<file path="config.mk">
export PLATFORM = sky130hd
export DESIGN_NAME = dual_reg_keygen
export DESIGN_NICKNAME = d
export VERILOG_FILES = /design/src/rtl/keygen_pkg.sv /design/src/rtl/keygen_lin.sv /design/src/rtl/keygen_nl.sv /design/src/rtl/keygen_seq.sv /design/src/rtl/dual_reg_keygen.sv
export SDC_FILE = /design/constraint.sdc
export NUM_CORES = 1
export LEC_CHECK = 0
export CORE_MARGIN = 5
export CORE_UTILIZATION = 65
export CTS_CLUSTER_DIAMETER = 60
export DETAILED_ROUTE_END_ITERATION = 10
export DONT_BUFFER_PORTS = 1
export MAX_ROUTING_LAYER = met4
export PLACE_DENSITY = 0.81
export SYNTH_ARGS = -nofsm -noshare
export SYNTH_HDL_FRONTEND = slang
export SYNTH_HIERARCHICAL = 1
export SYNTH_SLANG_ARGS = --single-unit
</file>
<file path="constraint.sdc">
create_clock -name clk -period 5.05 [get_ports clk]
set_clock_uncertainty 0.05 [all_clocks]
set_input_delay 0.7575 -clock clk [delete_from_list [all_inputs] [get_ports clk]]
set_output_delay 0.7575 -clock clk [all_outputs]
set_load 0.005 [all_outputs]
</file>
<file path="src/rtl/keygen_pkg.sv">
// Shared types and default constants for the two-register keystream generator.
// Assumes a 128-bit register width for the default masks.
package keygen_pkg;

    typedef enum logic [2:0] {
        PH_IDLE,
        PH_IV,
        PH_KEY,
        PH_MIX,
        PH_RUN
    } phase_t;

    parameter logic [127:0] DEF_TAPS = 128'hA3C5_5E19_0D72_B84F_6E21_93DA_47C0_1B5D;
    parameter logic [127:0] DEF_C0   = 128'h5D1A_E873_2C94_F60B_17BE_8A35_C26F_0349;
    parameter logic [127:0] DEF_C1   = 128'h9F40_3B6D_C815_72E2_A0D9_4E87_1F3C_65B8;
    parameter logic [127:0] DEF_FB0  = 128'hE6B2_1C58_7A0F_D943_2E8B_C571_06DA_3F95;
    parameter logic [127:0] DEF_FB1  = 128'h4C87_F21D_0B6E_93A5_78D4_1FE0_62B9_C72B;

endpackage

</file>
<file path="src/rtl/keygen_lin.sv">
// Linear register with a per-clock mode: a Galois LFSR shift, or the same shift
// with the old state XORed back in (multiplication by x+1).
// Assumes clr has priority over step; input bit is folded into the feedback.
module keygen_lin #(
    parameter int          W    = 128,
    parameter logic [W-1:0] TAPS = '1
) (
    input  logic         clk,
    input  logic         rst_n,
    input  logic         clr,
    input  logic         step,
    input  logic         in_bit,
    input  logic         mode,
    output logic [W-1:0] state
);

    logic         fb;
    logic [W-1:0] nxt;

    // next-state: shift, tap feedback, and optional self-XOR per stage
    always_comb begin
        fb  = state[W-1] ^ in_bit;
        nxt = {state[W-2:0], 1'b0} ^ (TAPS & {W{fb}}) ^ (state & {W{mode}});
    end

    // state register with synchronous clear
    always_ff @(posedge clk) begin
        if (!rst_n || clr) begin
            state <= '0;
        end else if (step) begin
            state <= nxt;
        end
    end

endmodule

</file>
<file path="src/rtl/keygen_nl.sv">
// Nonlinear register: shift with per-stage AND mixing against two constant
// masks, then feedback through one of two masks chosen by the mode bit.
// Assumes W >= 3 so inner stages exist.
module keygen_nl #(
    parameter int           W   = 128,
    parameter logic [W-1:0] C0  = '0,
    parameter logic [W-1:0] C1  = '0,
    parameter logic [W-1:0] FB0 = '1,
    parameter logic [W-1:0] FB1 = '1
) (
    input  logic         clk,
    input  logic         rst_n,
    input  logic         clr,
    input  logic         step,
    input  logic         in_bit,
    input  logic         mode,
    output logic [W-1:0] state
);

    logic         fb;
    logic [W-1:0] sh;
    logic [W-1:0] nxt;

    // per-stage shifted and mixed value
    for (genvar i = 0; i < W; i++) begin : g_stage
        if (i == 0) begin : g_lo
            assign sh[i] = 1'b0;
        end else if (i == W-1) begin : g_hi
            assign sh[i] = state[i-1];
        end else begin : g_mid
            assign sh[i] = state[i-1] ^
                           ((state[i] ^ C0[i]) & (state[i+1] ^ C1[i]));
        end
    end

    // feedback through the mask picked by the mode bit
    always_comb begin
        fb  = state[W-1] ^ in_bit;
        nxt = sh ^ ({W{fb}} & (mode ? FB1 : FB0));
    end

    // state register with synchronous clear
    always_ff @(posedge clk) begin
        if (!rst_n || clr) begin
            state <= '0;
        end else if (step) begin
            state <= nxt;
        end
    end

endmodule

</file>
<file path="src/rtl/keygen_seq.sv">
// Setup sequencer: latches key, IV and clamped length on start, then feeds
// IV bits, key bits and zero mixing bits one per clock before entering run.
// Assumes start restarts from any phase.
module keygen_seq
    import keygen_pkg::*;
#(
    parameter int W     = 128,
    parameter int LEN_W = $clog2(W+1)
) (
    input  logic             clk,
    input  logic             rst_n,
    input  logic             start,
    input  logic [W-1:0]     key,
    input  logic [W-1:0]     iv,
    input  logic [LEN_W-1:0] iv_len,
    output logic             setup_step,
    output logic             in_bit,
    output logic             run,
    output logic             busy
);

    localparam int               IDX_W = $clog2(W);
    localparam logic [LEN_W-1:0] WMAX  = LEN_W'(W);
    localparam logic [LEN_W-1:0] LAST  = LEN_W'(W-1);

    phase_t           phase;
    logic [LEN_W-1:0] cnt;
    logic [LEN_W-1:0] len_q;
    logic [LEN_W-1:0] len_eff;
    logic [W-1:0]     key_q;
    logic [W-1:0]     iv_q;

    // clamp the requested IV length to the register width
    always_comb begin
        len_eff = (iv_len > WMAX) ? WMAX : iv_len;
    end

    // phase and bit counter progression
    always_ff @(posedge clk) begin
        if (!rst_n) begin
            phase <= PH_IDLE;
            cnt   <= '0;
            len_q <= '0;
            key_q <= '0;
            iv_q  <= '0;
        end else if (start) begin
            phase <= (len_eff == '0) ? PH_KEY : PH_IV;
            cnt   <= '0;
            len_q <= len_eff;
            key_q <= key;
            iv_q  <= iv;
        end else begin
            case (phase)
                PH_IV: begin
                    if (cnt == len_q - 1'b1) begin
                        phase <= PH_KEY;
                        cnt   <= '0;
                    end else begin
                        cnt <= cnt + 1'b1;
                    end
                end
                PH_KEY: begin
                    if (cnt == LAST) begin
                        phase <= PH_MIX;
                        cnt   <= '0;
                    end else begin
                        cnt <= cnt + 1'b1;
                    end
                end
                PH_MIX: begin
                    if (cnt == LAST) begin
                        phase <= PH_RUN;
                        cnt   <= '0;
                    end else begin
                        cnt <= cnt + 1'b1;
                    end
                end
                default: ;
            endcase
        end
    end

    // bit fed into both feedbacks and step request for setup phases
    always_comb begin
        case (phase)
            PH_IV:   in_bit = iv_q[cnt[IDX_W-1:0]];
            PH_KEY:  in_bit = key_q[cnt[IDX_W-1:0]];
            default: in_bit = 1'b0;
        endcase
        setup_step = !start &&
                     (phase == PH_IV || phase == PH_KEY || phase == PH_MIX);
        run  = (phase == PH_RUN);
        busy = (phase != PH_RUN);
    end

endmodule

</file>
<file path="src/rtl/dual_reg_keygen.sv">
// Top: two mutually clocked registers with a gated keystream output flop.
// Mode bits are formed from both registers before each step; the output
// flop only latches during the run phase on ks_en.
module dual_reg_keygen
    import keygen_pkg::*;
#(
    parameter int           W      = 128,
    parameter logic [W-1:0] TAPS   = DEF_TAPS,
    parameter logic [W-1:0] C0     = DEF_C0,
    parameter logic [W-1:0] C1     = DEF_C1,
    parameter logic [W-1:0] FB0    = DEF_FB0,
    parameter logic [W-1:0] FB1    = DEF_FB1,
    parameter int           LM_S   = 43,
    parameter int           LM_R   = 85,
    parameter int           NM_S   = 85,
    parameter int           NM_R   = 42,
    parameter int           LEN_W  = $clog2(W+1)
) (
    input  logic             clk,
    input  logic             rst_n,
    input  logic             start,
    input  logic [W-1:0]     key,
    input  logic [W-1:0]     iv,
    input  logic [LEN_W-1:0] iv_len,
    input  logic             ks_en,
    output logic             ks_bit,
    output logic             ks_valid
);

    logic         setup_step;
    logic         seq_bit;
    logic         run;
    logic         busy;
    logic         out_step;
    logic         step;
    logic         lin_mode;
    logic         nl_mode;
    logic [W-1:0] r_st;
    logic [W-1:0] s_st;

    keygen_seq #(.W(W), .LEN_W(LEN_W)) u_seq (
        .clk        (clk),
        .rst_n      (rst_n),
        .start      (start),
        .key        (key),
        .iv         (iv),
        .iv_len     (iv_len),
        .setup_step (setup_step),
        .in_bit     (seq_bit),
        .run        (run),
        .busy       (busy)
    );

    // cross-coupled mode bits and the combined step enable
    always_comb begin
        lin_mode = s_st[LM_S] ^ r_st[LM_R];
        nl_mode  = s_st[NM_S] ^ r_st[NM_R];
        out_step = run && ks_en && !start;
        step     = setup_step || out_step;
    end

    keygen_lin #(.W(W), .TAPS(TAPS)) u_lin (
        .clk    (clk),
        .rst_n  (rst_n),
        .clr    (start),
        .step   (step),
        .in_bit (seq_bit),
        .mode   (lin_mode),
        .state  (r_st)
    );

    keygen_nl #(.W(W), .C0(C0), .C1(C1), .FB0(FB0), .FB1(FB1)) u_nl (
        .clk    (clk),
        .rst_n  (rst_n),
        .clr    (start),
        .step   (step),
        .in_bit (seq_bit),
        .mode   (nl_mode),
        .state  (s_st)
    );

    // output flop: closed during setup, latches pre-step bit on request
    always_ff @(posedge clk) begin
        if (!rst_n || start) begin
            ks_bit   <= 1'b0;
            ks_valid <= 1'b0;
        end else if (out_step) begin
            ks_bit   <= r_st[0] ^ s_st[0];
            ks_valid <= 1'b1;
        end else begin
            ks_valid <= 1'b0;
        end
    end

endmodule

</file>
* Word level (Yosys, flattened, before mapping)
Index checks and enable logic that the tools add are counted.
** Storage, ports and cells
- Logic and storage cells :: 412
- Bits in latches :: 0
- RAM bits :: 0
- Memories :: 0
- Bits of input ports :: 268
- Output and inout bits :: 2
- Bits in registers :: 533
- ROM bits :: 0
** Operators by class
- Bitwise operators :: 358
- Shift operators :: 0
- Reductions and logical operators :: 15
- Add/subtract/negate cells :: 2
- Multiplexer cells :: 17
- $lt $le $gt $ge :: 2
- Multiply operators :: 0
- Equal/unequal tests :: 9
- Divide/modulo/power cells :: 0
** Operators with widths (count)
- bitwise XOR 128 bit :: 3
- AND 128 bit :: 2
- bitwise XOR 1 bit :: 131
- 2-to-1 mux 128 bit :: 1
- AND 1 bit :: 126
- NOT 1 bit :: 96
- 2-to-1 mux 8 bit :: 3
- one-hot mux 8 bit (2 select lines) :: 1
- binary-select mux 1 bit (select 7 bit) :: 2
- 2-to-1 mux 3 bit :: 4
- != test 3 x 2 -> 1 bit, second input constant :: 3
- one-hot mux 3 bit (3 select lines) :: 1
- adder 8 x 1 -> 8 bit, second input constant :: 1
- equality test 8 x 7 -> 1 bit, second input constant :: 1
- equality test 8 bit :: 1
- > comparator 8 bit, second input constant :: 1
- zero test 8 bit :: 1
- less-than comparator 7 x 8 -> 1 bit, second input constant :: 1
- subtractor 8 x 1 -> 8 bit, second input constant :: 1
- equality test 3 x 2 -> 1 bit, second input constant :: 2
- logical OR 1 bit :: 4
- AND reduction 4 bit :: 1
- nonzero test 4 bit :: 1
- OR reduction 2 bit :: 2
- 8 further kinds :: 13

* Longest topological paths before layout
Gate-level depths: netlist of the first run.
- Depth after elaboration :: 6
- Mapped depth :: 17
- Gate-level depth less buffers :: 11

* Cells and area by module
Netlist of the first run, hierarchy kept.
** Modules (own cells, without submodules)
- keygen_seq :: cells an instance 1160, seq. area each 5505.3 µm², instances 1, area each 12893.6 µm²
- keygen_nl :: cells an instance 1194, seq. area each 2562.5 µm², instances 1, area each 9051.2 µm²
- keygen_lin :: cells an instance 991, seq. area each 2562.5 µm², instances 1, area each 8087.8 µm²
- dual_reg_keygen :: cells an instance 11, seq. area each 40.0 µm², instances 1, area each 101.3 µm²

* Worst setup path after synthesis of the first run
OpenSTA, ideal clock, no wires.
- Path kind :: flip-flop to flip-flop
- From :: reg u_seq.cnt[1]
- To :: reg u_nl.state[47]
- Slack :: 1.334 ns
- Stages on the path, launching flop included :: 15
- Setup time :: 0.081 ns
- Clock period less this slack :: 3.716 ns
- Required time :: 4.919 ns
- Path buffers :: 4
- Arrival :: 3.585 ns
- Cell sequence :: dfxtp_1 buf_4 buf_6 buf_2 mux4_2 a22oi_1 nand3b_1 a21oi_1 nor4_1 or3_1 xnor2_2 clkbuf_1 nor3_1 or4_1 a41oi_1
** Between the ends
- Longest elaborated chain between the ends :: 6
** RTL lines
- from (decl) :: line keygen_seq.sv:27 : logic [LEN_W-1:0] cnt;
- from (signal assigned) :: line keygen_seq.sv:59 : cnt <= cnt + 1'b1;
- from (signal assigned) :: line keygen_seq.sv:67 : cnt <= cnt + 1'b1;
- from (signal assigned) :: line keygen_seq.sv:75 : cnt <= cnt + 1'b1;
- binary-select mux 1 bit (select 7 bit) (on tied branches) :: line keygen_seq.sv:87, keygen_seq.sv:86
- 2-to-1 mux 1 bit (on tied branches) :: line keygen_seq.sv:87, keygen_seq.sv:86
- one-hot mux 1 bit (2 select lines) (*) :: line keygen_seq.sv:85 : case (phase)
- via seq_bit :: line dual_reg_keygen.sv:31 : logic seq_bit;
- bitwise XOR 1 bit (*) :: line keygen_nl.sv:38 : fb = state[W-1] ^ in_bit;
- AND 128 bit (*) :: line keygen_nl.sv:39 : nxt = sh ^ ({W{fb}} & (mode ? FB1 : FB0));
- bitwise XOR 128 bit (*) :: line keygen_nl.sv:39
- to (signal assigned) :: line keygen_nl.sv:47 : state <= nxt;
- to (decl) :: line keygen_nl.sv:17 : output logic [W-1:0] state
Mark *: on every way through the listed nets, which the timed path passes. The rest lies on a longest branch. The select of a mux whose other input is x is not followed.
A chain may end at the register's enable or synchronous reset.

* Final worst setup path of the first run
- From :: reg u_seq.cnt[1]
- To :: reg u_nl.state[102]
The elaborated chain is that of the path after synthesis.

==> results of run 1 <==
==> logic make-up after synthesis <==
kind of cell,after synthesis,share of synthesized area [%]
multiplexers,446,16.9
flip-flops,533,35.4
AO/OA/AOI/OAI,719,16.1
adder cells (fa/ha/maj),2,0.0830
AND/OR/NAND/NOR,1186,22.5
buffers and inverters,358,5.17
XOR/XNOR,112,3.83
==> stage by stage <==
stage | cells | util, % | worst slack [ns] | cell area, µm² | hold WS [ns]
6_report | 3794 | 70.5 | 0.261 | 32100 | 0.175
5_1_grt | 3794 | 70.5 | 0.159 | 32100 | 0.162
4_1_cts | 3790 | 70.5 | 0.357 | 32100 | 0.150
3_5_place_dp | 3688 | 66.0 | 0.451 | 30100 | 0.446
3_3_place_gp | 3688 | 66.0 | 0.618 | 30100 | 0.437
2_1_floorplan | 3356 | - | 1.33 | 30100 | 0.424
==> flip-flops by register name (all words and copies together) (netlist names) <==
name and count:
u_nl/state 128, u_seq/cnt 8, ks_valid 1, u_seq/key_q 128, u_lin/state 128, ks_bit 1
u_seq/len_q 8, u_seq/phase 3, u_seq/iv_q 128
==> layout by cell type, fill, tap and decap left out, drive strengths merged, types with 36 or more instances in the layout <==
cell	n
nand3	96
xor2	72
nand4b	94
o211ai	51
inv	46
clkbuf	76
mux4	49
nor3	65
nand2b	42
buf	45
nand4	109
nand2	246
a21boi	36
mux2i	379
dfxtp	533
nor2	84
o21ai	236
a21oi	146
a211oi	62
or4	38
nor2b	331
==> worst reg2reg max path: cells and delay by family, from the launching register on <==
| kind | cells | cell delay (ns) |
|---|---|---|
| XOR/XNOR | 1 | 0.50 |
| buffers and inverters | 2 | 0.80 |
| AND/OR/NAND/NOR | 5 | 1.52 |
| AO/OA/AOI/OAI | 3 | 0.63 |
| flip-flops | 1 | 0.61 |
| multiplexers | 1 | 0.57 |
==> final cells by class <==
cell class,instances,area (µm²)
Inverter,45,169
Timing Repair Buffer,45,475
Clock inverter,26,437
Antenna cell,4,10.0
Sequential cell,533,10700
Multi-Input combinational cell,2465,18000
Tap cell,600,751
Clock buffer,76,1620
Fill cell,3286,13400
==> synth_stat cells (all sizes together), types with 20 or more instances <==
library cell | n | share of area, %
dfxtp | 533 | 35
mux2i | 379 | 13
nor2b | 331 | 6.9
nand2 | 246 | 3.1
o21ai | 236 | 3.9
clkbuf | 204 | 2.6
a21oi | 146 | 2.4
buf | 109 | 2.1
nand4 | 109 | 2.3
nand3 | 96 | 1.6
nand4b | 94 | 2.7
nor2 | 84 | 1.1
xor2 | 72 | 2.1
nor3 | 65 | 1.1
a211oi | 62 | 2.5
o211ai | 51 | 1.3
mux4 | 49 | 3.7
inv | 45 | 0.56
nand2b | 42 | 0.87
or4 | 38 | 0.95
a21boi | 36 | 0.90
a41oi | 33 | 0.96
xnor2 | 30 | 0.92
a31oi | 29 | 0.60
nor4 | 22 | 0.53
o22ai | 20 | 0.42
==> power by group <==
part           switching [mW]  internal [mW]
Clock                    1.83           2.72
Combinational           0.446          0.397
Sequential              0.122           4.35
Total                    2.40           7.46
==> layer usage <==
| layer | up-vias | global-route usage, % | wire length [µm] |
|---|---|---|---|
| met3 | 211 | 6.72 | 5510 |
| met2 | 830 | 51.2 | 39000 |
| met5 | - | - | 0 |
| li1 | 11876 | - | - |
| met1 | 12196 | 35.4 | 31000 |
| met4 | 0 | 10.9 | 3050 |
==> how the worst min path moves through the flow <==
stage	startpoint	to	slack (ns)	cells past startpoint
detailed placement	u_seq/key_q[121]	u_seq/key_q[121]	0.45	2
global placement	u_lin/state[73]	u_lin/state[73]	0.44	2
global route	ks_en	ks_bit	0.16	1
floorplan	u_seq/key_q[105]	u_seq/key_q[105]	0.42	2
finish	ks_en	ks_bit	0.17	1
CTS	ks_en	ks_bit	0.15	1
==> results.txt, run 1 <==
----------------------------------------------------
[Setup path]
  Worst r2r dst ... u_nl/state[102]
  Max stage delay on crit path ... 0.61 ns
  Count of buffering cells on the critical path with inverters included ... 2
  Termination of the worst setup path ... u_nl/state[102]
  Worst flop-to-flop path startpoint ... u_seq/cnt[1]
  Number of cells on the worst reg-to-reg path ... 12
  CP delay by family, top ... simple AND/OR/NAND/NOR gates
  Register-to-register path setup slack ... around 0.26 ns
  Worst endpoint required time ... 5.52 ns
  Critical path, cell by cell ... buf_4 > mux4_2 > a22oi_1 > a31oi_1 > nand4_1 > nand4_1 > or3_1 > xnor2_4 > buf_4 > nor3_1 > or4_1 > a41oi_1
  Logic depth of the worst path, buffers included ... 12
  Critical-path maximum fanout ... 23
  Classification of the worst setup path ... reg -> reg
  Slowest cell on the critical path ... sky130_fd_sc_hd__dfxtp_4
  Critical path endpoint category ... register
  Crit path arrival time ... roughly 5.3 ns
  Launching instance or port of the critical path ... u_seq/cnt[1]
  Type of element launching the critical path ... register

[Power]
  Power per standard cell area ... roughly 310 nW/µm²
  IR Drop Worst-Case VDD ... about 0.32 mV
  Total power draw ... 9.86 mW
  Leak ... 10.9 nW

[Placement]
  Placed wire-length estimate ... 49200 µm
  Final Wtd Congestion ... roughly 0.86
  Number of input and output port buffers inserted ... 0

[Clock network]
  Clock latency at the later pin of the worst-skew pair ... around 0.65 ns
  H-tree level count ... 2
  Clock tree sinks ... ~530
  CTS Buffer Depth ... 3
  Count of hold-fix buffers inserted at cts ... 0
  Register clock-pin slew on the reported worst setup and hold paths ... 0.06 ns
  Clock tree from TritonCTS ... yes
  TritonCTS buffer count ... 56
  Post-CTS sizing ... 0
  Clock tree root driver cell ... sky130_fd_sc_hd__clkbuf_16
  Post-CTS setup-driven buffer insertion count ... 0

[Global route]
  Via count of the first global-routing pass ... between 20000 and 25000
  Leftover overflow at the end of global routing ... 0
  Maximum number of pins on one net before global-route repair ... 273
  Number of antenna violations at the first check in global routing ... 4
  Global router's overall resource usage ... 30.2%
  Wire length of the first global-routing pass ... 126000 µm

[Cells and area]
  Share of cells above drive strength 1 ... 9.47%
  Growth of design area from synthesis to finish ... 6.69%
  Count of nets after finishing ... 3416

[Timing]
  Setup TNS ... 0 ns
  Transition time at the pin with the least slew margin ... 1.54 ns
  Number of hold-slack violations in the final timing report ... 0
  Final number of setup-violating endpoints ... 0
  Relative slew margins ... -2.48%
  Total count of max-transition violations in the final report ... 47
  Period utilisation layout ... 94.8%
  Shortest clock period the worst path allows after layout ... about 4.8 ns
  RSZ-0062 raised after global routing ... no
  F_max ... about 0.21 GHz

[Synthesis]
  Mean instance size in the synthesized netlist ... around 9 µm²
  Net count after synthesis ... 3626
  Seq/Total Area, Yosys ... 35.4%
  Cell area after technology mapping ... 30100 µm²
  Number of synthesized register bits ... 533
  Post-synth EDFFs ... 0
  Total number of yosys warnings ... 6
  Most used DFF post-synth ... sky130_fd_sc_hd__dfxtp_1
  Yosys cell types ... 79
  Share of async-settable or async-resettable flops after synthesis ... 0%
  Mapped Cells ... 3356

[Drt]
  Detailed Route WL ... 78600 µm
  DR DRC count ... 0
  Average wire length per cell after detail routing ... 20.7 µm
  Number of routed nets with antenna violations ... 0
  Vias per Instance ... around 6.6
  Drt first pass iters ... 6
  Count of routing violations after the opening detailed-route iteration ... 2416
  Vias ... 25113

[Hold path]
  Class of the tightest hold or removal check ... in -> reg

[Floorplanning]
  Number of rows created at floorplan ... 78
  X dimension of the die ... 225 µm
  Die area ... 50800 µm²
  Core area ... 45600 µm²
  Num ports ... 270
  Effective utilization at floorplan ... 66.1%
  Die Height ... 225 µm

[Flow run]
  Count of max-cap constraint violations ... 0

[Run status]
  Violated checks ... max-slew violations
  Outcome ... complete, but fails checks

----------------------------------------------------
No activity file was read; power rests on OpenSTA's default activity.
==> run 2, diff against run 1 <==
Clock period 5.05 ns to 6 ns, I/O delays scaled along.
==> results.txt, run 2 (same netlist as run 1, synthesis figures left out) <==
----------------------------------------------------
[Run status]
  Outcome ... complete, no violations

[Timing]
  F_max ... 0.207 GHz (-0.65%)
  Final setup margin ... 1.18 ns (+0.919 ns)
  Total count of max-transition violations in the final report ... 0 (-100%)
  Setup TNS ... 0 ns (unchanged)
  Shortest clock period the worst path allows after layout ... 4.82 ns (+0.0312 ns)
  Number of hold-slack violations in the final timing report ... 0 (unchanged)
  Worst Hold Slack ... 0.337 ns (+0.162 ns)
  Relative slew margins ... 9.14% (+12 points)
  Period utilisation layout ... 80.3% (-14 points)
  Final number of setup-violating endpoints ... 0 (unchanged)
  Transition time at the pin with the least slew margin ... 1.36 ns (-0.174 ns)
  RSZ-0062 raised after global routing ... no

[Hold path]
  Class of the tightest hold or removal check ... in -> reg
  End point of the most critical hold path ... ks_bit
  Min-Delay Startpoint ... ks_en
  Number of stages on the worst hold path ... 1 (unchanged)

[Cells and area]
  Core occupancy in the finished layout ... 69.8% (-0.77 points)
  Highest-count cells in the layout ignoring fill and taps ... 529 x sky130_fd_sc_hd__dfxtp_1, 379 x sky130_fd_sc_hd__mux2i_1, 329 x sky130_fd_sc_hd__nor2b_1
  Share of cells above drive strength 1 ... 8.90% (-0.57 points)
  Filler cells ... 3367 (+2.5%)
  Post-route insts no fill ... 3785 (-0.24%)
  Multi-input logic area ... 18000 µm² (unchanged)
  Leading cell type in the layout, fill and taps excluded ... sky130_fd_sc_hd__dfxtp_1
  Count of nets after finishing ... 3406 (-0.29%)
  Storage cell area ... 10700 µm² (unchanged)
  Growth of design area from synthesis to finish ... 5.53%

[Drt]
  Detail Route met3 WL ... 5950 µm (+7.9%)
  M1 wire length ... 31100 µm (+0.19%)
  Average wire length per cell after detail routing ... 20.5 µm (-1.3%)
  Drt first pass iters ... 6 (unchanged)
  Vias ... 25129 (+0.064%)
  Detailed Route WL ... 77400 µm (-1.5%)
  Vias per Instance ... 6.64 (+0.30%)
  Count of routing violations after the opening detailed-route iteration ... 2370 (-1.9%)
  Top Metal Used ... met4
  DR DRC count ... 0 (unchanged)
  Number of routed nets with antenna violations ... 0 (unchanged)
  Met2 wire len ... 38000 µm (-2.7%)

[Floorplanning]
  Die Height ... 225 µm (unchanged)
  X dimension of the die ... 225 µm (unchanged)
  Die area ... 50800 µm² (unchanged)
  Effective utilization at floorplan ... 66.1% (unchanged)
  Number of rows created at floorplan ... 78 (unchanged)
  Num ports ... 270 (unchanged)
  Core area ... 45600 µm² (unchanged)

[Setup path]
  Critical path endpoint category ... register
  Classification of the worst setup path ... reg -> reg
  Critical path, cell by cell ... buf_4 > mux4_2 > a22oi_1 > a31oi_1 > nand4_1 > nand4_1 > or3_1 > xnor2_4 > buf_4 > nor3_1 > or4_1 > a41oi_1
  Worst endpoint required time ... 6.48 ns (+0.96 ns)
  Count of buffering cells on the critical path with inverters included ... 2 (unchanged)
  Crit path arrival time ... 5.30 ns (+0.04 ns)
  Number of cells on the worst reg-to-reg path ... 12 (unchanged)
  Slowest cell on the critical path ... sky130_fd_sc_hd__dfxtp_4
  Worst flop-to-flop path startpoint ... u_seq/cnt[1]
  Type of element launching the critical path ... register
  CP delay by family, top ... simple AND/OR/NAND/NOR gates
  Worst r2r dst ... u_nl/state[102]
  Critical-path maximum fanout ... 41 (+78%)
  Register-to-register path setup slack ... 1.18 ns (+0.92 ns)
  Max stage delay on crit path ... 0.84 ns (+0.23 ns)

[Power]
  Power per standard cell area ... 250 nW/µm² (-18%)
  IR Drop Worst-Case VDD ... 0.265 mV (-17%)
  Leak ... 10.7 nW (-1.7%)

[Clock network]
  Clock latency at the later pin of the worst-skew pair ... 0.65 ns (about the same)
  Post-CTS sizing ... 0 (unchanged)
  Clock tree sinks ... 533 (unchanged)
  H-tree level count ... 2 (unchanged)
  Clock tree from TritonCTS ... yes
  Register clock-pin slew on the reported worst setup and hold paths ... 0.07 ns (about the same)
  CTS Buffer Depth ... 3 (unchanged)
  Count of hold-fix buffers inserted at cts ... 0 (unchanged)
  TritonCTS buffer count ... 57 (+1.8%)
  Post-CTS setup-driven buffer insertion count ... 0 (unchanged)
  Clock tree root driver cell ... sky130_fd_sc_hd__clkbuf_16

[Global route]
  Number of antenna violations at the first check in global routing ... 4 (unchanged)
  Leftover overflow at the end of global routing ... 0 (unchanged)
  Via count of the first global-routing pass ... 24264 (-0.47%)
  Wire length of the first global-routing pass ... 124000 µm (-1.7%)
  Global router's overall resource usage ... 29.6% (-0.59 points)
  Maximum number of pins on one net before global-route repair ... 273 (unchanged)

[Placement]
  Post-place setup slack ... 1.26 ns (+0.813 ns)
  DP Cell Count ... 3677 (-0.30%)
  Number of input and output port buffers inserted ... 0 (unchanged)
  Placed wire-length estimate ... 48300 µm (-1.9%)
  Final Wtd Congestion ... 0.861 (-0.30%)

[Flow run]
  Count of max-cap constraint violations ... 0 (unchanged)

----------------------------------------------------
==> run 2: how the worst max path moves through the flow <==
stage | startpoint | endpoint | slack, ns | cells past startpoint
CTS | u_seq/cnt[1] | u_nl/state[102] | 1.19 | 12
detailed placement | u_seq/cnt[1] | u_nl/state[102] | 1.26 | 12
finish | u_seq/cnt[1] | u_nl/state[102] | 1.18 | 12
global placement | u_seq/cnt[1] | u_nl/state[102] | 1.30 | 12
floorplan | u_seq/cnt[1] | u_nl/state[47] | 2.28 | 14
global route | u_seq/cnt[1] | u_nl/state[102] | 0.90 | 12
==> run 2: stage by stage <==
step,instance area [µm²],total power [mW]
after floorplan,30100,4.43
after global placement,29900,4.47
after detailed placement,29900,4.51
after global routing,31800,8.22
after CTS,31800,8.00
final,31800,7.96
==> run 2: final cells by class <==
type                    instances  area share, %
diodes                          5         0.0393
inverters                      45          0.531
clock inverters                18          0.696
clock buffers                  85           5.19
repair buffers                 34          0.960
flip-flops and latches        533           33.6
well taps                     600           2.36
multi-input cells            2465           56.6
==> run 2: where the power goes <==
group          leakage (nW)  internal [mW]  total (mW)  switching, mW
Combinational          5.48          0.324       0.692          0.367
Sequential             4.35           3.66        3.76          0.106
Clock                 0.898           2.00        3.50           1.51
Total                  10.7           5.98        7.96           1.98
==> run 2: routing by layer <==
layer	vias to the layer above	GRT usage, %
met5	-	-
met4	0	10.1
met3	163	6.98
met2	909	49.5
met1	12206	35.4
li1	11851	-
